$ cat src/rtl/tlb_pkg.sv
package tlb_pkg;

    // Page-size code held per slot
    typedef enum logic [1:0] {
        PG_4K   = 2'b00,
        PG_16K  = 2'b01,
        PG_512K = 2'b10,
        PG_8M   = 2'b11
    } pg_size_e;

    // Per-group permission code
    typedef enum logic [1:0] {
        PERM_NONE = 2'b00,
        PERM_RO   = 2'b01,
        PERM_RW   = 2'b10,
        PERM_RSVD = 2'b11
    } perm_e;

    // Registered lookup outcome
    typedef enum logic [1:0] {
        RS_IDLE  = 2'b00,
        RS_MISS  = 2'b01,
        RS_HIT   = 2'b10,
        RS_FAULT = 2'b11
    } rsp_state_e;

    // Smallest page offset: stored page numbers start at this bit
    localparam int unsigned MIN_OFF = 12;

    // Number of untranslated low bits for each page size
    function automatic int unsigned pg_offset_bits(pg_size_e s);
        int unsigned r;
        unique case (s)
            PG_4K:   r = 12;
            PG_16K:  r = 14;
            PG_512K: r = 19;
            PG_8M:   r = 23;
            default: r = 12;
        endcase
        return r;
    endfunction

endpackage

$ cat src/rtl/tlb_entry_bank.sv
module tlb_entry_bank
    import tlb_pkg::*;
#(
    parameter int unsigned NUM_ENTRIES = 32,
    parameter int unsigned ADDR_W      = 32,
    parameter int unsigned ASID_W      = 4,
    parameter int unsigned GRP_W       = 4,
    localparam int unsigned IDX_W      = $clog2(NUM_ENTRIES),
    localparam int unsigned PN_W       = ADDR_W - MIN_OFF
) (
    input  logic                   clk,
    input  logic                   rst_n,
    input  logic                   flush_i,
    input  logic                   wr_en_i,
    input  logic                   wr_use_slot_i,
    input  logic [IDX_W-1:0]       wr_slot_i,
    input  logic [PN_W-1:0]        wr_vpn_i,
    input  logic [PN_W-1:0]        wr_ppn_i,
    input  logic [ASID_W-1:0]      wr_asid_i,
    input  logic [GRP_W-1:0]       wr_grp_i,
    input  pg_size_e               wr_size_i,
    input  logic [ADDR_W-1:0]      lk_ea_i,
    input  logic [ASID_W-1:0]      lk_asid_i,
    output logic [NUM_ENTRIES-1:0] match_o,
    output logic [NUM_ENTRIES-1:0] valid_o,
    output logic [ADDR_W-1:0]      cand_pa_o  [NUM_ENTRIES],
    output logic [GRP_W-1:0]       cand_grp_o [NUM_ENTRIES],
    output logic [IDX_W-1:0]       rr_ptr_o
);

    localparam logic [IDX_W-1:0] LAST_IDX = IDX_W'(NUM_ENTRIES - 1);

    logic [IDX_W-1:0] rr_q;
    logic [IDX_W-1:0] tgt;
    logic             wr_go;
    logic             rr_adv;

    assign wr_go  = wr_en_i && !flush_i;
    assign rr_adv = wr_go && !wr_use_slot_i;
    assign tgt    = wr_use_slot_i ? wr_slot_i : rr_q;

    // Round-robin replacement pointer
    always_ff @(posedge clk or negedge rst_n) begin
        if (!rst_n) begin
            rr_q <= '0;
        end else if (rr_adv) begin
            rr_q <= (rr_q == LAST_IDX) ? '0 : rr_q + 1'b1;
        end
    end

    assign rr_ptr_o = rr_q;

    for (genvar g = 0; g < NUM_ENTRIES; g++) begin : g_slot
        logic              vld_q;
        logic [PN_W-1:0]   vpn_q;
        logic [PN_W-1:0]   ppn_q;
        logic [ASID_W-1:0] asid_q;
        logic [GRP_W-1:0]  grp_q;
        pg_size_e          size_q;
        logic              sel;
        logic [ADDR_W-1:0] cmp_mask;
        logic [ADDR_W-1:0] vbase;
        logic [ADDR_W-1:0] pbase;

        assign sel = wr_go && (tgt == IDX_W'(g));

        always_ff @(posedge clk or negedge rst_n) begin
            if (!rst_n) begin
                vld_q <= 1'b0;
            end else if (flush_i) begin
                vld_q <= 1'b0;
            end else if (sel) begin
                vld_q <= 1'b1;
            end
        end

        always_ff @(posedge clk) begin
            if (sel) begin
                vpn_q  <= wr_vpn_i;
                ppn_q  <= wr_ppn_i;
                asid_q <= wr_asid_i;
                grp_q  <= wr_grp_i;
                size_q <= wr_size_i;
            end
        end

        // Compare mask keeps only the bits above this slot's page offset
        assign cmp_mask = {ADDR_W{1'b1}} << pg_offset_bits(size_q);
        assign vbase    = {vpn_q, {MIN_OFF{1'b0}}};
        assign pbase    = {ppn_q, {MIN_OFF{1'b0}}};

        assign match_o[g]    = vld_q && (asid_q == lk_asid_i) &&
                               (((lk_ea_i ^ vbase) & cmp_mask) == '0);
        assign valid_o[g]    = vld_q;
        assign cand_pa_o[g]  = (pbase & cmp_mask) | (lk_ea_i & ~cmp_mask);
        assign cand_grp_o[g] = grp_q;
    end

endmodule

$ cat src/rtl/tlb_prio_pick.sv
module tlb_prio_pick #(
    parameter int unsigned NUM_ENTRIES = 32,
    parameter int unsigned ADDR_W      = 32,
    parameter int unsigned GRP_W       = 4
) (
    input  logic [NUM_ENTRIES-1:0] match_i,
    input  logic [ADDR_W-1:0]      cand_pa_i  [NUM_ENTRIES],
    input  logic [GRP_W-1:0]       cand_grp_i [NUM_ENTRIES],
    output logic                   found_o,
    output logic [ADDR_W-1:0]      pa_o,
    output logic [GRP_W-1:0]       grp_o
);

    // Scan from the top down so the lowest matching slot is applied last
    always_comb begin
        found_o = 1'b0;
        pa_o    = '0;
        grp_o   = '0;
        for (int i = NUM_ENTRIES - 1; i >= 0; i--) begin
            if (match_i[i]) begin
                found_o = 1'b1;
                pa_o    = cand_pa_i[i];
                grp_o   = cand_grp_i[i];
            end
        end
    end

endmodule

$ cat src/rtl/tlb_perm_table.sv
module tlb_perm_table
    import tlb_pkg::*;
#(
    parameter int unsigned GRP_W  = 4,
    localparam int unsigned NGRP  = 1 << GRP_W,
    localparam int unsigned PERM_W = 2 * NGRP
) (
    input  logic              clk,
    input  logic              rst_n,
    input  logic              we_i,
    input  logic [PERM_W-1:0] data_i,
    input  logic [GRP_W-1:0]  grp_i,
    input  logic              acc_wr_i,
    output logic              allow_o
);

    logic [PERM_W-1:0] tbl_q;
    perm_e             code;

    always_ff @(posedge clk or negedge rst_n) begin
        if (!rst_n) begin
            tbl_q <= '0;
        end else if (we_i) begin
            tbl_q <= data_i;
        end
    end

    assign code = perm_e'(tbl_q[2*grp_i +: 2]);

    always_comb begin
        unique case (code)
            PERM_RO:   allow_o = !acc_wr_i;
            PERM_RW:   allow_o = 1'b1;
            PERM_NONE: allow_o = 1'b0;
            PERM_RSVD: allow_o = 1'b0;
            default:   allow_o = 1'b0;
        endcase
    end

endmodule

$ cat src/rtl/tlb_resp_fsm.sv
module tlb_resp_fsm
    import tlb_pkg::*;
#(
    parameter int unsigned ADDR_W = 32
) (
    input  logic              clk,
    input  logic              rst_n,
    input  logic              req_i,
    input  logic              found_i,
    input  logic              allow_i,
    input  logic [ADDR_W-1:0] pa_i,
    output logic              rsp_o,
    output logic              hit_o,
    output logic              fault_o,
    output logic [ADDR_W-1:0] pa_o
);

    rsp_state_e        state_q;
    rsp_state_e        state_d;
    logic [ADDR_W-1:0] pa_q;

    // Next state depends only on this cycle's lookup
    always_comb begin
        if (!req_i) begin
            state_d = RS_IDLE;
        end else if (!found_i) begin
            state_d = RS_MISS;
        end else if (allow_i) begin
            state_d = RS_HIT;
        end else begin
            state_d = RS_FAULT;
        end
    end

    always_ff @(posedge clk or negedge rst_n) begin
        if (!rst_n) begin
            state_q <= RS_IDLE;
            pa_q    <= '0;
        end else begin
            state_q <= state_d;
            pa_q    <= (req_i && found_i) ? pa_i : '0;
        end
    end

    always_comb begin
        unique case (state_q)
            RS_IDLE:  begin rsp_o = 1'b0; hit_o = 1'b0; fault_o = 1'b0; end
            RS_MISS:  begin rsp_o = 1'b1; hit_o = 1'b0; fault_o = 1'b0; end
            RS_HIT:   begin rsp_o = 1'b1; hit_o = 1'b1; fault_o = 1'b0; end
            RS_FAULT: begin rsp_o = 1'b1; hit_o = 1'b1; fault_o = 1'b1; end
            default:  begin rsp_o = 1'b0; hit_o = 1'b0; fault_o = 1'b0; end
        endcase
        pa_o = pa_q;
    end

endmodule

$ cat src/rtl/tlb_xlate.sv
module tlb_xlate
    import tlb_pkg::*;
#(
    parameter int unsigned NUM_ENTRIES = 32,
    parameter int unsigned ADDR_W      = 32,
    parameter int unsigned ASID_W      = 4,
    parameter int unsigned GRP_W       = 4,
    localparam int unsigned IDX_W      = $clog2(NUM_ENTRIES),
    localparam int unsigned PN_W       = ADDR_W - MIN_OFF,
    localparam int unsigned PERM_W     = 2 * (1 << GRP_W)
) (
    input  logic              clk,
    input  logic              rst_n,
    input  logic              lk_req_i,
    input  logic [ADDR_W-1:0] lk_ea_i,
    input  logic [ASID_W-1:0] lk_asid_i,
    input  logic              lk_wr_i,
    output logic              lk_rsp_o,
    output logic              lk_hit_o,
    output logic              lk_fault_o,
    output logic [ADDR_W-1:0] lk_pa_o,
    input  logic              wr_en_i,
    input  logic              wr_use_slot_i,
    input  logic [IDX_W-1:0]  wr_slot_i,
    input  logic [PN_W-1:0]   wr_vpn_i,
    input  logic [PN_W-1:0]   wr_ppn_i,
    input  logic [ASID_W-1:0] wr_asid_i,
    input  logic [GRP_W-1:0]  wr_grp_i,
    input  logic [1:0]        wr_size_i,
    input  logic              perm_we_i,
    input  logic [PERM_W-1:0] perm_data_i,
    input  logic              flush_i
);

    logic [NUM_ENTRIES-1:0] match;
    logic [NUM_ENTRIES-1:0] ent_valid;
    logic [ADDR_W-1:0]      cand_pa  [NUM_ENTRIES];
    logic [GRP_W-1:0]       cand_grp [NUM_ENTRIES];
    logic [IDX_W-1:0]       rr_ptr;
    logic                   found;
    logic [ADDR_W-1:0]      sel_pa;
    logic [GRP_W-1:0]       sel_grp;
    logic                   allow;

    tlb_entry_bank #(
        .NUM_ENTRIES (NUM_ENTRIES),
        .ADDR_W      (ADDR_W),
        .ASID_W      (ASID_W),
        .GRP_W       (GRP_W)
    ) u_bank (
        .clk           (clk),
        .rst_n         (rst_n),
        .flush_i       (flush_i),
        .wr_en_i       (wr_en_i),
        .wr_use_slot_i (wr_use_slot_i),
        .wr_slot_i     (wr_slot_i),
        .wr_vpn_i      (wr_vpn_i),
        .wr_ppn_i      (wr_ppn_i),
        .wr_asid_i     (wr_asid_i),
        .wr_grp_i      (wr_grp_i),
        .wr_size_i     (pg_size_e'(wr_size_i)),
        .lk_ea_i       (lk_ea_i),
        .lk_asid_i     (lk_asid_i),
        .match_o       (match),
        .valid_o       (ent_valid),
        .cand_pa_o     (cand_pa),
        .cand_grp_o    (cand_grp),
        .rr_ptr_o      (rr_ptr)
    );

    tlb_prio_pick #(
        .NUM_ENTRIES (NUM_ENTRIES),
        .ADDR_W      (ADDR_W),
        .GRP_W       (GRP_W)
    ) u_pick (
        .match_i    (match),
        .cand_pa_i  (cand_pa),
        .cand_grp_i (cand_grp),
        .found_o    (found),
        .pa_o       (sel_pa),
        .grp_o      (sel_grp)
    );

    tlb_perm_table #(
        .GRP_W (GRP_W)
    ) u_perm (
        .clk      (clk),
        .rst_n    (rst_n),
        .we_i     (perm_we_i),
        .data_i   (perm_data_i),
        .grp_i    (sel_grp),
        .acc_wr_i (lk_wr_i),
        .allow_o  (allow)
    );

    tlb_resp_fsm #(
        .ADDR_W (ADDR_W)
    ) u_rsp (
        .clk     (clk),
        .rst_n   (rst_n),
        .req_i   (lk_req_i),
        .found_i (found),
        .allow_i (allow),
        .pa_i    (sel_pa),
        .rsp_o   (lk_rsp_o),
        .hit_o   (lk_hit_o),
        .fault_o (lk_fault_o),
        .pa_o    (lk_pa_o)
    );

endmodule

$ cat config.mk
export PLATFORM = sky130hd
export DESIGN_NAME = tlb_xlate
export DESIGN_NICKNAME = d
export VERILOG_FILES = /design/src/rtl/tlb_pkg.sv /design/src/rtl/tlb_entry_bank.sv /design/src/rtl/tlb_prio_pick.sv /design/src/rtl/tlb_perm_table.sv /design/src/rtl/tlb_resp_fsm.sv /design/src/rtl/tlb_xlate.sv
export SDC_FILE = /design/constraint.sdc
export NUM_CORES = 2
export LEC_CHECK = 0
export BUFFER_PORTS_ARGS = -buffer_cell sky130_fd_sc_hd__buf_2
export CORE_AREA = 3 3 330 365
export DETAILED_ROUTE_END_ITERATION = 12
export DIE_AREA = 0 0 333 368
export PLACE_DENSITY = 0.82
export SYNTH_ARGS = -nofsm -noshare
export SYNTH_HDL_FRONTEND = slang
export SYNTH_SLANG_ARGS = --single-unit
$ cat constraint.sdc
create_clock -name clk -period 7.6 [get_ports clk]
set_clock_uncertainty 0.1 [all_clocks]
set_input_delay 1.52 -clock clk [delete_from_list [all_inputs] [get_ports clk]]
set_output_delay 1.52 -clock clk [all_outputs]
set_load 0.03 [all_outputs]
==> results.yml <==
run_status:
  status: "finished, final reports clean"
setup_path:
  worst-setup-path-type: "input port to flip-flop"
  cp_num_buf_inv: 4
  crit_family: "compound AO/OA/AOI/OAI gates"
  worst-r2r-cell-count: 17
  cpPeakStageDelay_ns: 1.00
  endpoint_kind: "flip-flop"
  critPathArrivalTime_ns: 7.24
  path_common_cell: "buf_4"
  path_cells: "buf_2, buf_4, xnor2_1, nand4_1, nor4_1, nand3_2, buf_4, o21a_1, a2111oi_0, nor4b_1, o311ai_1, a222oi_1, buf_4, a21boi_0, a22oi_1, o311ai_1, and3b_1, o31ai_2, o2bb2ai_1"
  worstSetupPathDepth: 19
  required_ns: 8.22
  slowest_stage: "a2111oi_0"
  start_kind: "input port"
  crit_fanout: 41
yosys:
  ys_ff_latch: 1703
  ys_seq_area_frac: 0.667
  yosysMostFrequentCell: "edfxtp_1"
  yosys.area.top_type: "edfxtp_1"
  synth_nets: 5444
  synth-edff-count: 1600
  ys_top_cells_by_area: "edfxtp_1 (63%), xnor2_1 (5.6%), mux2i_1 (3.5%)"
  synth_ff_type: "edfxtp_1"
  async_flop_share: 0.0605
  synthCells: 5311
  avgSynthCellArea_um2: 14.3
  yosysWarnings: 0
  syn-cell-area_um2: 75900
  synth_top_area_share: 0.633
  yosysUniqueCellTypes: 104
  synth_common_cells: "edfxtp_1 (1600), xnor2_1 (486), xor2_1 (280), nand2_1 (275), mux2i_1 (263)"
placed_design:
  port_buffers: 165
  dpl.hpwl_mm: 153
  place.gp.congestion: 1.04
power:
  clockPowerShare: 0.413
  power_density_nw_per_um2: 233
  p_int_mw: 15.3
  sw_frac_of_total: 0.221
  leakage_nw: 28.9
  seqPwrFrac: 0.535
  power_frac_comb: 0.052
  p_sw_mw: 4.33
  vdd_ir_drop_max_v: 0.000320
hold_path:
  hold_path.class: "flip-flop to flip-flop"
  holdPathStages: 1
grt:
  grt.overflow.total: 0
  grtUsageTotal: 0.391
  grt_pass1_vias: 49892
  antenna_found_initial: 8
  grt_max_degree: 71
  grt_pass1_wl_mm: 344
drt:
  via_per_inst: 7.03
  drc: 0
  final_antenna_net_count: 0
  routed_wl_mm: 241
  wl_per_cell_um: 33.5
  dr.pass1.iters: 7
  num_vias: 50596
  drtIter0Drc: 8566
die:
  rows: 132
  design.core.area_um2: 117000
  ios: 166
  dieArea_um2: 123000
  die_h_um: 368
  initial_utilization: 0.647
  die_width_um: 333
clocking:
  cts.hold.buffers_added: 0
  numClockSinks: 1703
  postCtsSetupBuffers: 0
  cts_buffers: 167
  clk_pin_slew_worst_paths_ns: 0.06
  cts-resized-gates: 0
  h-tree-depth: 4
  cts_buffer_depth: 3
  cts_tree: "yes"
  root_buffer: "clkbuf_16"
  clock_latency_ns: 0.82
timing:
  max_slew.worst_pin.slew_ns: 1.42
  post-route-period-util: 0.871
  min_period_ns: 6.62
  drv_slew: 0
  hold_violations: 0
  setup_viol: 0
  fin_setup_tns_ns: 0
  maxSlewHeadroom: 0.0463
  hold_ws_ns: 0.407
  grt_setup_unrepaired: "no"
  fmax_mhz: 151
layout:
  syn_to_final_growth_pct: 10.6
  layout.nets: 5649
  drive_gt1_frac: 0.149
flow_run:
  maxCapViolCount: 0
==> worst paths after layout <==
kind / start / to / slack [ns]
min in group asynchronous: rst_n / u_rsp.pa_o[22]$_DFF_PN0_ / 0.58
setup reg to reg: u_bank.g_slot[28].asid_q[0]$_DFFE_PP_ / u_rsp.state_q[0]$_DFF_PN0_ / 1.82
max in group asynchronous: rst_n / u_bank.g_slot[17].vld_q$_DFFE_PN0P_ / 5.29
setup / recovery: lk_asid_i[2] / u_rsp.state_q[0]$_DFF_PN0_ / 0.98
hold reg to reg: u_perm.tbl_q[3]$_DFFE_PN0P_ / u_perm.tbl_q[3]$_DFFE_PN0P_ / 0.41
hold / removal: u_perm.tbl_q[3]$_DFFE_PN0P_ / u_perm.tbl_q[3]$_DFFE_PN0P_ / 0.41
==> worst register-to-register path, stage by stage, from the launching register on <==
cell and delay (ns):
edfxtp_1 0.40, xnor2_1 0.29, nand4_1 0.15, nor4_1 0.69, nand3_1 0.39, buf_4 0.36
o21a_1 0.16, a2111oi_0 1.00, nor4b_1 0.20, o311ai_1 0.54, a222oi_1 0.22, buf_4 0.21
a21boi_0 0.12, a22oi_1 0.18, o311ai_1 0.15, and3b_1 0.22, o31ai_2 0.21, o2bb2ai_1 0.13
==> layout by cell type (no fill, tap or decap), drive strengths merged, types with 44 or more instances in the layout <==
cell    count
nor2      206
nand3     112
a211oi     47
clkinv     60
o22ai      44
mux2      152
buf       358
a21oi     185
a21o       55
o21ai     190
xor2      280
clkbuf    221
nor4      105
edfxtp   1600
and3       45
o211ai     50
dfrtp     103
xnor2     489
nor3       62
inv       103
mux2i     263
nand4     140
nand2     275
==> metal layers <==
layer / global-route usage / part of all wire / vias up
met5: 0 / 0.00010 / -
li1: - / - / 20599
met2: 0.607 / 0.46 / 4290
met3: 0.100 / 0.14 / 878
met1: 0.506 / 0.33 / 24825
met4: 0.224 / 0.068 / 4
==> per-stage QoR <==
step                      area, µm²  utilization  instances  worst slack [ns]  power [mW]
after floorplan               75900            -       5311              2.34        11.2
after global placement        78700        0.671       6888             0.414        11.6
after detailed placement      78700        0.671       6888             0.500        11.7
after CTS                     84000        0.716       7190              1.26        19.6
after global routing          84000        0.716       7190              1.05        20.0
final                         84000        0.716       7193             0.981        19.6
==> power groups by stage <==
stage | sequential (mW) | clock, mW | combinational, mW
after floorplan | 10.6 | 0 | 0.559
after global placement | 10.7 | 0 | 0.965
after detailed placement | 10.7 | 0 | 0.995
after CTS | 10.5 | 8.08 | 1.00
after global routing | 10.5 | 8.46 | 1.07
final | 10.5 | 8.08 | 1.02
==> cell families (layout without fill, tap and decap cells) <==
group,count (synthesis),count (layout),synth area share
AOI/OAI and AO/OA,894,894,0.0809
xor gates and xnor gates,769,769,0.0892
adders and majority gates,2,2,0.000330
buffers and inverters,416,754,0.0287
DFF,1703,1703,0.667
muxes,415,415,0.0572
other,0,3,0
and+or+nand+nor,1112,1112,0.0767
==> final cells by class <==
class | count | area, µm²
inverter | 94 | 353
clock inverter | 81 | 671
fill | 7357 | 33300
sequential | 1703 | 50600
clock buffer | 221 | 4600
multi-input combinational | 3192 | 23400
tap | 1541 | 1930
antenna | 3 | 7.51
timing repair buffer | 358 | 2370
==> state kept, by name (all words and copies together), names as in the netlist <==
name and cells:
u_bank.g_slot.asid_q 128, u_rsp.pa_o 32, u_rsp.state_q 2, u_bank.g_slot.size_q 64, u_bank.g_slot.vpn_q 640, u_bank.g_slot.grp_q 128
u_bank.rr_ptr_o 5, u_bank.g_slot.vld_q 32, u_bank.g_slot.ppn_q 640, u_perm.tbl_q 32
No activity file was read; power rests on OpenSTA's default activity.
